==> config.mk <==
export PLATFORM = sky130hd
export DESIGN_NAME = comma_deser
export DESIGN_NICKNAME = d
export VERILOG_FILES = /design/src/rtl/deser_pkg.sv /design/src/rtl/deser_datapath.sv /design/src/rtl/deser_control.sv /design/src/rtl/comma_deser.sv
export SDC_FILE = /design/constraint.sdc
export NUM_CORES = 1
export LEC_CHECK = 0
export BUFFER_PORTS_ARGS = -buffer_cell sky130_fd_sc_hd__buf_2
export CAP_MARGIN = 40
export CORE_MARGIN = 2
export CORE_UTILIZATION = 47
export CTS_CLUSTER_DIAMETER = 120
export DETAILED_ROUTE_END_ITERATION = 16
export PLACE_DENSITY = 0.75
export SYNTH_ARGS = -nofsm -noshare
export SYNTH_HDL_FRONTEND = slang
export SYNTH_HIERARCHICAL = 1
export SYNTH_SLANG_ARGS = --single-unit
==> constraint.sdc <==
create_clock -name clk -period 1.5 [get_ports clk]
set_input_delay 0.15 -clock clk [delete_from_list [all_inputs] [get_ports clk]]
set_output_delay 0.15 -clock clk [all_outputs]
set_load 0.05 [all_outputs]
==> src/rtl/deser_pkg.sv <==
package deser_pkg;
  // Strobes passed from the boundary control to the datapath each bit clock.
  typedef struct packed {
    logic wordStb;   // current bit completes a word
    logic flagWord;  // completed word begins with an aligned comma
  } deserStrb_t;
endpackage

==> src/rtl/deser_datapath.sv <==
module deser_datapath
  import deser_pkg::*;
#(
  parameter int WORD_W  = 10,
  parameter int COMMA_W = 7
) (
  input  logic              clk,
  input  logic              rstN,
  input  logic              serIn,
  input  logic              wrapIn,
  input  logic              loopEn,
  input  deserStrb_t        strb,
  output logic              commaHit,
  output logic [WORD_W-1:0] wordOut,
  output logic              wordValid,
  output logic              commaFlag,
  output logic              byteClkA,
  output logic              byteClkB
);
  // Comma in arrival order c0..c6 = 0,0,1,1,1,1,1 (vector LSB = c0).
  localparam logic [COMMA_W-1:0] COMMA_BASE = COMMA_W'(7'b1111100);

  logic              bitIn;
  logic [WORD_W-1:0] win;
  logic [WORD_W-1:0] nextWin;
  logic [1:0]        polHit;

  assign bitIn   = loopEn ? wrapIn : serIn;
  // Oldest bit sits at index 0, the newest enters at the top.
  assign nextWin = {bitIn, win[WORD_W-1:1]};

  // One matcher per comma polarity; the newest COMMA_W bits are compared.
  for (genvar g = 0; g < 2; g++) begin : g_pol
    localparam logic [COMMA_W-1:0] PAT = (g == 0) ? COMMA_BASE : ~COMMA_BASE;
    assign polHit[g] = (nextWin[WORD_W-1:WORD_W-COMMA_W] == PAT);
  end
  assign commaHit = |polHit;

  always_ff @(posedge clk or negedge rstN) begin
    if (!rstN) begin
      win       <= '0;
      wordOut   <= '0;
      wordValid <= 1'b0;
      commaFlag <= 1'b0;
      byteClkA  <= 1'b0;
      byteClkB  <= 1'b1;
    end else begin
      win       <= nextWin;
      wordValid <= strb.wordStb;
      commaFlag <= strb.wordStb & strb.flagWord;
      if (strb.wordStb) begin
        wordOut  <= nextWin;
        byteClkA <= ~byteClkA;
        byteClkB <= ~byteClkB;
      end
    end
  end
endmodule

==> src/rtl/deser_control.sv <==
module deser_control
  import deser_pkg::*;
#(
  parameter int WORD_W  = 10,
  parameter int COMMA_W = 7
) (
  input  logic       clk,
  input  logic       rstN,
  input  logic       syncEn,
  input  logic       commaHit,
  output deserStrb_t strb
);
  localparam int CNT_W = $clog2(WORD_W);
  localparam logic [CNT_W-1:0] LAST_BIT = CNT_W'(WORD_W - 1);
  localparam logic [CNT_W-1:0] ALIGNED  = CNT_W'(COMMA_W);

  logic [CNT_W-1:0] bitCnt;    // bits already held for the current word
  logic [CNT_W-1:0] cntNorm;
  logic [CNT_W-1:0] cntNext;
  logic             realign;
  logic             alignedHit;
  logic             pending;

  assign cntNorm    = (bitCnt == LAST_BIT) ? '0 : bitCnt + 1'b1;
  assign realign    = syncEn & commaHit;
  assign cntNext    = realign ? ALIGNED : cntNorm;
  // A comma whose first bit opens the word under collection.
  assign alignedHit = commaHit & (cntNext == ALIGNED);

  assign strb.wordStb  = (bitCnt == LAST_BIT);
  assign strb.flagWord = pending;

  always_ff @(posedge clk or negedge rstN) begin
    if (!rstN) begin
      bitCnt  <= '0;
      pending <= 1'b0;
    end else begin
      bitCnt <= cntNext;
      if (strb.wordStb || realign) pending <= alignedHit;
      else                         pending <= pending | alignedHit;
    end
  end
endmodule

==> src/rtl/comma_deser.sv <==
module comma_deser
  import deser_pkg::*;
#(
  parameter int WORD_W  = 10,
  parameter int COMMA_W = 7
) (
  input  logic              clk,
  input  logic              rstN,
  input  logic              serIn,
  input  logic              wrapIn,
  input  logic              loopEn,
  input  logic              syncEn,
  output logic [WORD_W-1:0] wordOut,
  output logic              wordValid,
  output logic              commaFlag,
  output logic              byteClkA,
  output logic              byteClkB
);
  deserStrb_t strb;
  logic       commaHit;

  deser_control #(.WORD_W(WORD_W), .COMMA_W(COMMA_W)) u_ctl (
    .clk(clk), .rstN(rstN), .syncEn(syncEn), .commaHit(commaHit), .strb(strb)
  );

  deser_datapath #(.WORD_W(WORD_W), .COMMA_W(COMMA_W)) u_dp (
    .clk(clk), .rstN(rstN), .serIn(serIn), .wrapIn(wrapIn), .loopEn(loopEn),
    .strb(strb), .commaHit(commaHit), .wordOut(wordOut), .wordValid(wordValid),
    .commaFlag(commaFlag), .byteClkA(byteClkA), .byteClkB(byteClkB)
  );
endmodule

==> results of run 1 <==
[layout by cell type (no fill, tap or decap), drive strengths merged, types with 2 or more instances in the layout]
cell type	n
and2b	2
buf	22
clkbuf	3
dfrtp	27
mux2	11
nand2	3
nand2b	2
nor2	2
o21ai	6
xor2	2
[cells in the mapped netlist, types with 2 or more instances]
library cell,count,share of area
sky130_fd_sc_hd__dfrtp_1,27,0.64
sky130_fd_sc_hd__mux2_4,2,0.029
sky130_fd_sc_hd__nor2_1,2,0.0071
sky130_fd_sc_hd__nand2_1,3,0.011
sky130_fd_sc_hd__xor2_1,2,0.017
sky130_fd_sc_hd__o21ai_0,6,0.029
sky130_fd_sc_hd__and2b_2,2,0.017
sky130_fd_sc_hd__mux2_2,9,0.096
sky130_fd_sc_hd__nand2b_1,2,0.012
[power groups by stage]
stage	combinational, uW	clock (uW)	sequential (uW)
finish	1170	487	1150
global route	1240	527	1190
CTS	1180	491	1160
detailed placement	1180	0	1170
global placement	1170	0	1160
floorplan	303	0	1780
[kinds of logic (layout without fill, tap and decap cells)]
| kind of cell | after synthesis | in the layout | synth area share |
|---|---|---|---|
| mux | 11 | 11 | 0.125 |
| flops | 28 | 28 | 0.668 |
| compound gates | 9 | 9 | 0.0500 |
| buf+inv | 3 | 28 | 0.0214 |
| simple gates | 17 | 17 | 0.119 |
| xor+xnor | 2 | 2 | 0.0167 |
[final timing paths]
path,to,slack [ns],cells past startpoint
max,u_ctl/bitCnt[3],0.12,5
min,u_ctl/bitCnt[1],0.09,2
max reg2reg,u_ctl/bitCnt[3],0.12,5
min reg2reg,u_dp/win[2],0.39,0
max in group asynchronous,u_ctl/bitCnt[2],0.79,2
min in group asynchronous,u_ctl/bitCnt[1],0.33,2
[state kept, by name, summed over array words and instances, names as in the netlist]
register,cells
u_dp/wordValid,1
u_dp/byteClkA,1
u_dp/byteClkB,1
u_dp/wordOut,10
u_dp/win,9
u_ctl/bitCnt,4
u_ctl/pending,1
u_dp/commaFlag,1
[layer usage]
metal  part of all wire  vias up  routed length [um]  global-route usage
li1                   -      297                   -                   -
met1               0.49      297                 738               0.169
met2               0.47       12                 715               0.203
met3              0.042        0                  63              0.0263
met4                  0        0                   0              0.0658
met5                  0        -                   0                   0
[cell type report]
type / instances / area share
clock buffer: 3 / 0.0180
multi-input combinational: 39 / 0.265
tap: 28 / 0.0279
clock inverter: 1 / 0.0240
timing repair buffer: 23 / 0.102
inverter: 1 / 0.00299
sequential: 28 / 0.560
[critical path: stages (launching register included)]
cell	delay, ns
sky130_fd_sc_hd__dfrtp_1	0.45
sky130_fd_sc_hd__nor4b_2	0.28
sky130_fd_sc_hd__nand3b_1	0.12
sky130_fd_sc_hd__o21ai_2	0.16
sky130_fd_sc_hd__nand2_1	0.11
sky130_fd_sc_hd__a21boi_1	0.14
[stage by stage]
step	cell area, um2	setup WS, ns
final	1250	0.123
after global routing	1250	0.000407
after CTS	1250	0.0575
after detailed placement	1190	-0.0105
after global placement	1190	0.125
after floorplan	1050	0.0842
[what timing repair did]
item | 4_1_cts | 5_1_grt
endpoints found under the hold margin | 27 | 0
pin swaps | 0 | 0
hold buffers | 1 | 0
resized for setup | 1 | 1
setup endpoints to repair | 1 | 1
==> results_tabular.tex, run 1 <==
\begin{tabular}{lr}
\hline
Metric & Value \\
\hline
\multicolumn{2}{l}{\textbf{Run status}} \\
\quad Outcome & complete, no violations \\
\multicolumn{2}{l}{\textbf{Cells and area}} \\
\quad Fill cells & roughly 190 \\
\quad Area Overhead vs Synth & 19.3\% \\
\quad Footprint of the flip-flops and latches & about 700 um2 \\
\quad Fraction of layout instances using a drive strength above 1 & 0.463 \\
\quad Post-Route Utilization & 0.578 \\
\quad Final standard cell count with taps included and fillers excluded & around 120 \\
\quad Area of combinational cells with multiple inputs & 333 um2 \\
\quad Diode count & 0 \\
\quad Nets & between 100 and 150 \\
\multicolumn{2}{l}{\textbf{Clock tree}} \\
\quad Setup repair bufs after CTS & 0 \\
\quad TritonCTS clock tree & yes \\
\quad Maximum clock insertion buffer count & 2 \\
\quad Deepest level of the CTS H-tree & 1 \\
\quad Sinks on the clock net & 28 \\
\quad Worst-Skew Late Latency & roughly 0.33 ns \\
\quad Clock Root Buffer & sky130\_fd\_sc\_hd\_\_clkbuf\_4 \\
\quad Number of CTS-inserted buffers & 3 \\
\quad Clock transition at the register clock pins on the worst setup and hold paths after CTS & 0.15 ns \\
\multicolumn{2}{l}{\textbf{Critical path}} \\
\quad Top fanout value on the critical path & 4 \\
\quad Element type at the critical path end & flip-flop \\
\quad Category of the critical setup timing path & flip-flop to flip-flop \\
\quad Launching element of the worst setup path & u\_dp/win[6] \\
\quad Worst reg2reg startpoint & u\_dp/win[6] \\
\quad Required @ worst endpoint & $\sim$1.7 ns \\
\quad Crit path DAT & $\sim$1.6 ns \\
\quad Critical Path Start Type & flip-flop \\
\multicolumn{2}{l}{\textbf{Floorplanning}} \\
\quad Total Die Area & 0.00263 mm2 \\
\quad Initial core utilization & 0.484 \\
\quad Die span in x & roughly 51 um \\
\quad Die Ht & between 50 and 60 um \\
\quad Placeable core region & between 0.002 and 0.0025 mm2 \\
\quad Number of ports placed on the die boundary & 20 \\
\quad Row count & 17 \\
\multicolumn{2}{l}{\textbf{Hold path}} \\
\quad Hold path startpoint & syncEn \\
\quad Class of the tightest hold or removal check & input pin to flip-flop \\
\multicolumn{2}{l}{\textbf{Power and ir drop}} \\
\quad Portion of total power attributed to sequential cells & 0.410 \\
\quad Power density normalized to cell area & 2240 mW/mm2 \\
\quad Leak Pwr & 0.000603 uW \\
\quad Internal Dissipation & roughly 1600 uW \\
\quad Sw frac & 0.418 \\
\quad Portion of total power attributed to combinational logic & 0.416 \\
\quad Power after layout & approximately 2800 uW \\
\quad Clock network power share & 0.173 \\
\quad Psw & $\sim$1200 uW \\
\quad Max rail drop VDD & 1530 uV \\
\multicolumn{2}{l}{\textbf{Timing}} \\
\quad Total count of max-transition violations in the final report & 0 \\
\quad Post-Route Skew & around 0.013 ns \\
\quad Period utilisation layout & 0.918 \\
\quad Unrepaired setup endpoints after global routing & no \\
\quad Summed negative setup slack over all endpoints & 0 ns \\
\quad Number of hold violations in the final report & 0 \\
\quad Min Tclk post-route & roughly 1.4 ns \\
\quad Remaining max-slew budget at the tightest pin & 0.618 \\
\quad Worst slew pin tran & $\sim$0.57 ns \\
\quad Setup violations, final & 0 \\
\quad Max Freq & about 0.73 GHz \\
\quad WHS & between 0.08 and 0.09 ns \\
\multicolumn{2}{l}{\textbf{Flow run}} \\
\quad Max-capacitance violation count & 0 \\
\multicolumn{2}{l}{\textbf{Global route}} \\
\quad Global routing usage summed across all routing layers & 0.129 \\
\quad Vias in the first global route & between 500 and 600 \\
\quad Maximum number of pins on one net before global-route repair & 29 \\
\quad Aggregate global routing overflow & 0 \\
\quad Number of antenna violations at the first check in global routing & 0 \\
\quad First-pass GRT wire length & roughly 2500 um \\
\multicolumn{2}{l}{\textbf{Route}} \\
\quad Average via count per standard cell & 4.93 \\
\quad DR WL/cell & roughly 12 um \\
\quad Total routed wirelength & approximately 1500 um \\
\quad Routed Antenna Nets & 0 \\
\quad Post-detailed-route DRC marker count & 0 \\
\quad Number of violations reported at the end of detailed-routing iteration 0 & 0 \\
\quad Drt first pass iters & 1 \\
\quad Detailed-route via count & approximately 610 \\
\multicolumn{2}{l}{\textbf{Logic synthesis}} \\
\quad Post-synth cell types & 24 \\
\quad Fraction of the yosys area taken by sequential cells & 0.668 \\
\quad Number of enable flip-flop cells after synthesis & 0 \\
\quad Instance count of the mapped netlist & 70 \\
\quad Count of state elements after synthesis & 28 \\
\quad Number of nets produced by synthesis & between 70 and 80 \\
\quad Area of the mapped netlist & 0.00105 mm2 \\
\quad Syn. warnings & 6 \\
\quad Avg Synthesized Cell Area & 15.0 um2 \\
\quad Primary flip-flop cell chosen by synthesis mapping & sky130\_fd\_sc\_hd\_\_dfrtp\_1 \\
\quad Share of synthesized registers carrying an async set or reset & 1.00 \\
\multicolumn{2}{l}{\textbf{Placement}} \\
\quad Final weighted congestion in routability-driven placement & 0.782 \\
\quad Number of buffers inserted by port buffering & 19 \\
\quad Post-detail-place hpwl & between 1000 and 1500 um \\
\quad Number of cells in the design after placement & 118 \\
\hline
\end{tabular}
Note: power is estimated with default switching activity, not from simulation.
==> run 2, diff against run 1 <==
--- a/config.mk
+++ b/config.mk
@@ -6,11 +6,12 @@
 export NUM_CORES = 1
 export LEC_CHECK = 0
 export BUFFER_PORTS_ARGS = -buffer_cell sky130_fd_sc_hd__buf_2
-export CAP_MARGIN = 40
+export CAP_MARGIN = 20
 export CORE_MARGIN = 2
 export CORE_UTILIZATION = 47
 export CTS_CLUSTER_DIAMETER = 120
 export DETAILED_ROUTE_END_ITERATION = 16
+export MAX_ROUTING_LAYER = met4
 export PLACE_DENSITY = 0.75
 export SYNTH_ARGS = -nofsm -noshare
 export SYNTH_HDL_FRONTEND = slang
==> run 2 against run 1 <==
- clock skew increased by 0.0016 ns
- final cell count unchanged
- register-to-register slack about the same
- power about the same
- non-clock buffer count unchanged
- routed wire length increased by 0.46%
- sequential power about the same
- critical path depth unchanged
- setup slack got worse by 0.0033 ns
- critical endpoint unchanged
- hold slack got worse by 0.0021 ns
- fmax decreased by 0.24%
- critical path type unchanged
- design area unchanged
==> results_tabular.tex, run 2 (synthesis results as in run 1) <==
\begin{tabular}{lr}
\hline
Metric & Value \\
\hline
\multicolumn{2}{l}{\textbf{Run status}} \\
\quad Outcome & complete, no violations \\
\multicolumn{2}{l}{\textbf{Cells and area}} \\
\quad Max reg flops & 10 (unchanged) \\
\quad Fraction of layout instances using a drive strength above 1 & 0.463 (unchanged) \\
\quad Area Overhead vs Synth & 19.3\% (unchanged) \\
\quad Leading registers by flop count & u\_dp/wordOut: 10 flops, u\_dp/win: 9 flops, u\_ctl/bitCnt: 4 flops \\
\quad Largest Register & u\_dp/wordOut \\
\quad Nets & 102 (unchanged) \\
\quad Post-Route Utilization & 0.578 (unchanged) \\
\quad Diode count & 0 (unchanged) \\
\quad Highest-count cells in the layout ignoring fill and taps & 27 x sky130\_fd\_sc\_hd\_\_dfrtp\_1, 19 x sky130\_fd\_sc\_hd\_\_buf\_2, 9 x sky130\_fd\_sc\_hd\_\_mux2\_2 \\
\quad Final standard cell count with taps included and fillers excluded & 123 (unchanged) \\
\quad Most common cell after layout, fill and taps aside & sky130\_fd\_sc\_hd\_\_dfrtp\_1 \\
\quad Fill cells & 187 (unchanged) \\
\multicolumn{2}{l}{\textbf{Placement}} \\
\quad Number of cells in the design after placement & 118 (unchanged) \\
\quad Number of buffers inserted by port buffering & 19 (unchanged) \\
\quad Worst Setup Slack post-DPL & -0.0105 ns (unchanged) \\
\quad Post-detail-place hpwl & 1090 um (unchanged) \\
\quad Final weighted congestion in routability-driven placement & 0.793 (+1.4\%) \\
\multicolumn{2}{l}{\textbf{Route}} \\
\quad DR WL/cell & 12.4 um (+0.46\%) \\
\quad Met3 routed wirelength & 65 um (+3.2\%) \\
\quad Drt first pass iters & 1 (unchanged) \\
\quad Average via count per standard cell & 4.91 (-0.33\%) \\
\quad Met2 routed wirelength & 695 um (-2.8\%) \\
\quad Total routed wirelength & 1520 um (+0.46\%) \\
\quad Number of violations reported at the end of detailed-routing iteration 0 & 0 (unchanged) \\
\quad M1 wire length & 757 um (+2.6\%) \\
\quad Top layer in use & met4 \\
\quad Routed Antenna Nets & 0 (unchanged) \\
\quad Post-detailed-route DRC marker count & 0 (unchanged) \\
\quad Detailed-route via count & 604 (-0.33\%) \\
\multicolumn{2}{l}{\textbf{Hold path}} \\
\quad Class of the tightest hold or removal check & input pin to flip-flop \\
\quad Hold path startpoint & syncEn \\
\multicolumn{2}{l}{\textbf{Critical path}} \\
\quad Bufs and invs on worst path & 0 (unchanged) \\
\quad Top fanout value on the critical path & 4 (unchanged) \\
\quad Launching element of the worst setup path & u\_dp/win[6] \\
\quad Element type at the critical path end & flip-flop \\
\quad Critical Path Start Type & flip-flop \\
\quad Crit path DAT & 1.59 ns (about the same) \\
\quad Cell with the biggest individual delay on the critical path & sky130\_fd\_sc\_hd\_\_dfrtp\_1 \\
\quad Crit-path max cell delay & 0.45 ns (about the same) \\
\quad Cell class contributing the biggest share of worst-path delay & simple AND/OR/NAND/NOR gates \\
\quad Required @ worst endpoint & 1.71 ns (about the same) \\
\quad CP cell instances & nor4b\_2 > nand3b\_1 > o21ai\_2 > nand2\_1 > a21boi\_1 \\
\quad Category of the critical setup timing path & flip-flop to flip-flop \\
\quad Worst reg2reg startpoint & u\_dp/win[6] \\
\multicolumn{2}{l}{\textbf{Global route}} \\
\quad Maximum number of pins on one net before global-route repair & 29 (unchanged) \\
\quad Aggregate global routing overflow & 0 (unchanged) \\
\quad Number of antenna violations at the first check in global routing & 0 (unchanged) \\
\quad Vias in the first global route & 564 (-0.35\%) \\
\quad Global routing usage summed across all routing layers & 0.133 (+0.00351) \\
\quad First-pass GRT wire length & 2480 um (unchanged) \\
\multicolumn{2}{l}{\textbf{Power and ir drop}} \\
\quad Clock network power share & 0.174 (about the same) \\
\quad Portion of total power attributed to combinational logic & 0.416 (about the same) \\
\quad Sw frac & 0.418 (+0.000432) \\
\quad Max rail drop VDD & 1530 uV (about the same) \\
\quad Leak Pwr & 0.000603 uW (unchanged) \\
\quad Portion of total power attributed to sequential cells & 0.410 (about the same) \\
\quad Power density normalized to cell area & 2240 mW/mm2 (about the same) \\
\quad Internal Dissipation & 1630 uW (about the same) \\
\quad Psw & 1170 uW (+0.18\%) \\
\multicolumn{2}{l}{\textbf{Timing}} \\
\quad Max Freq & 0.724 GHz (-0.24\%) \\
\quad Number of hold violations in the final report & 0 (unchanged) \\
\quad Period utilisation layout & 0.920 (+0.00217) \\
\quad Post-Route Skew & 0.0146 ns (+0.00159 ns) \\
\quad Setup violations, final & 0 (unchanged) \\
\quad Remaining max-slew budget at the tightest pin & 0.617 (-0.00102) \\
\quad Unrepaired setup endpoints after global routing & no \\
\quad Total count of max-transition violations in the final report & 0 (unchanged) \\
\quad Min Tclk post-route & 1.38 ns (+0.00326 ns) \\
\quad Worst slew pin tran & 0.574 ns (+0.00152 ns) \\
\quad Crit path setup slack, layout & 0.120 ns (-0.00326 ns) \\
\multicolumn{2}{l}{\textbf{Clock tree}} \\
\quad Worst-Skew Late Latency & 0.33 ns (about the same) \\
\quad Number of CTS-inserted buffers & 3 (unchanged) \\
\quad Clock Root Buffer & sky130\_fd\_sc\_hd\_\_clkbuf\_4 \\
\quad TritonCTS clock tree & yes \\
\quad Setup repair bufs after CTS & 0 (unchanged) \\
\quad Clock transition at the register clock pins on the worst setup and hold paths after CTS & 0.16 ns (about the same) \\
\quad Maximum clock insertion buffer count & 2 (unchanged) \\
\quad Deepest level of the CTS H-tree & 1 (unchanged) \\
\quad Sinks on the clock net & 28 (unchanged) \\
\multicolumn{2}{l}{\textbf{Floorplanning}} \\
\quad Row count & 17 (unchanged) \\
\quad Total Die Area & 0.00263 mm2 (unchanged) \\
\quad Initial core utilization & 0.484 (unchanged) \\
\quad Placeable core region & 0.00217 mm2 (unchanged) \\
\quad Die Ht & 51.3 um (unchanged) \\
\quad Number of ports placed on the die boundary & 20 (unchanged) \\
\quad Die span in x & 51.3 um (unchanged) \\
\multicolumn{2}{l}{\textbf{Flow run}} \\
\quad Max-capacitance violation count & 0 (unchanged) \\
\hline
\end{tabular}
-- run 2: cell counts in the layout (fill, tap and decap cells not counted) --
Identical to the previous run, type by type.
-- run 2: per-layer routing --
layer,GRT usage,vias up
met4,0.0658,0
met1,0.169,294
met2,0.203,12
met5,-,-
met3,0.0263,2
li1,-,296
-- run 2: repair_timing --
item,in CTS,in global routing
gates resized for setup,1,1
pin swaps,0,0
endpoints found under the setup margin,1,1
hold buffers,1,0
hold endpoints to repair,27,0
-- run 2: layout make-up --
cell class / instances / area [um2] / area share
sequential: 28 / 702 / 0.560
multi-input combinational: 39 / 333 / 0.265
timing repair buffer: 23 / 128 / 0.102
tap: 28 / 35.0 / 0.0279
clock inverter: 1 / 30.0 / 0.0240
clock buffer: 3 / 22.5 / 0.0180
inverter: 1 / 3.75 / 0.00299
-- run 2: path summary, 6_finish.rpt --
kind | endpoint | slack (ns) | cells past startpoint
setup / recovery | u_ctl/bitCnt[3] | 0.12 | 5
max in group asynchronous | u_ctl/bitCnt[2] | 0.79 | 2
hold / removal | u_ctl/bitCnt[1] | 0.08 | 2
min in group asynchronous | u_ctl/bitCnt[1] | 0.32 | 2
hold reg to reg | u_dp/win[2] | 0.39 | 0
setup reg to reg | u_ctl/bitCnt[3] | 0.12 | 5
-- run 2: power groups by stage --
| stage | Sequential [uW] | Clock, uW | Combinational [uW] |
|---|---|---|---|
| floorplan | 1780 | 0 | 303 |
| global route | 1190 | 527 | 1240 |
| finish | 1150 | 488 | 1170 |
| detailed placement | 1170 | 0 | 1180 |
| global placement | 1160 | 0 | 1170 |
| CTS | 1160 | 491 | 1180 |
-- run 2: per-stage QoR --
stage / total power [uW] / instance area [um2] / setup TNS [ns] / hold WS, ns
floorplan: 2080 / 1050 / 0 / -0.146
global placement: 2330 / 1190 / 0 / 0.182
detailed placement: 2340 / 1190 / -0.0105 / 0.192
CTS: 2830 / 1250 / 0 / 0.0823
global route: 2950 / 1250 / 0 / 0.0638
finish: 2810 / 1250 / 0 / 0.0838
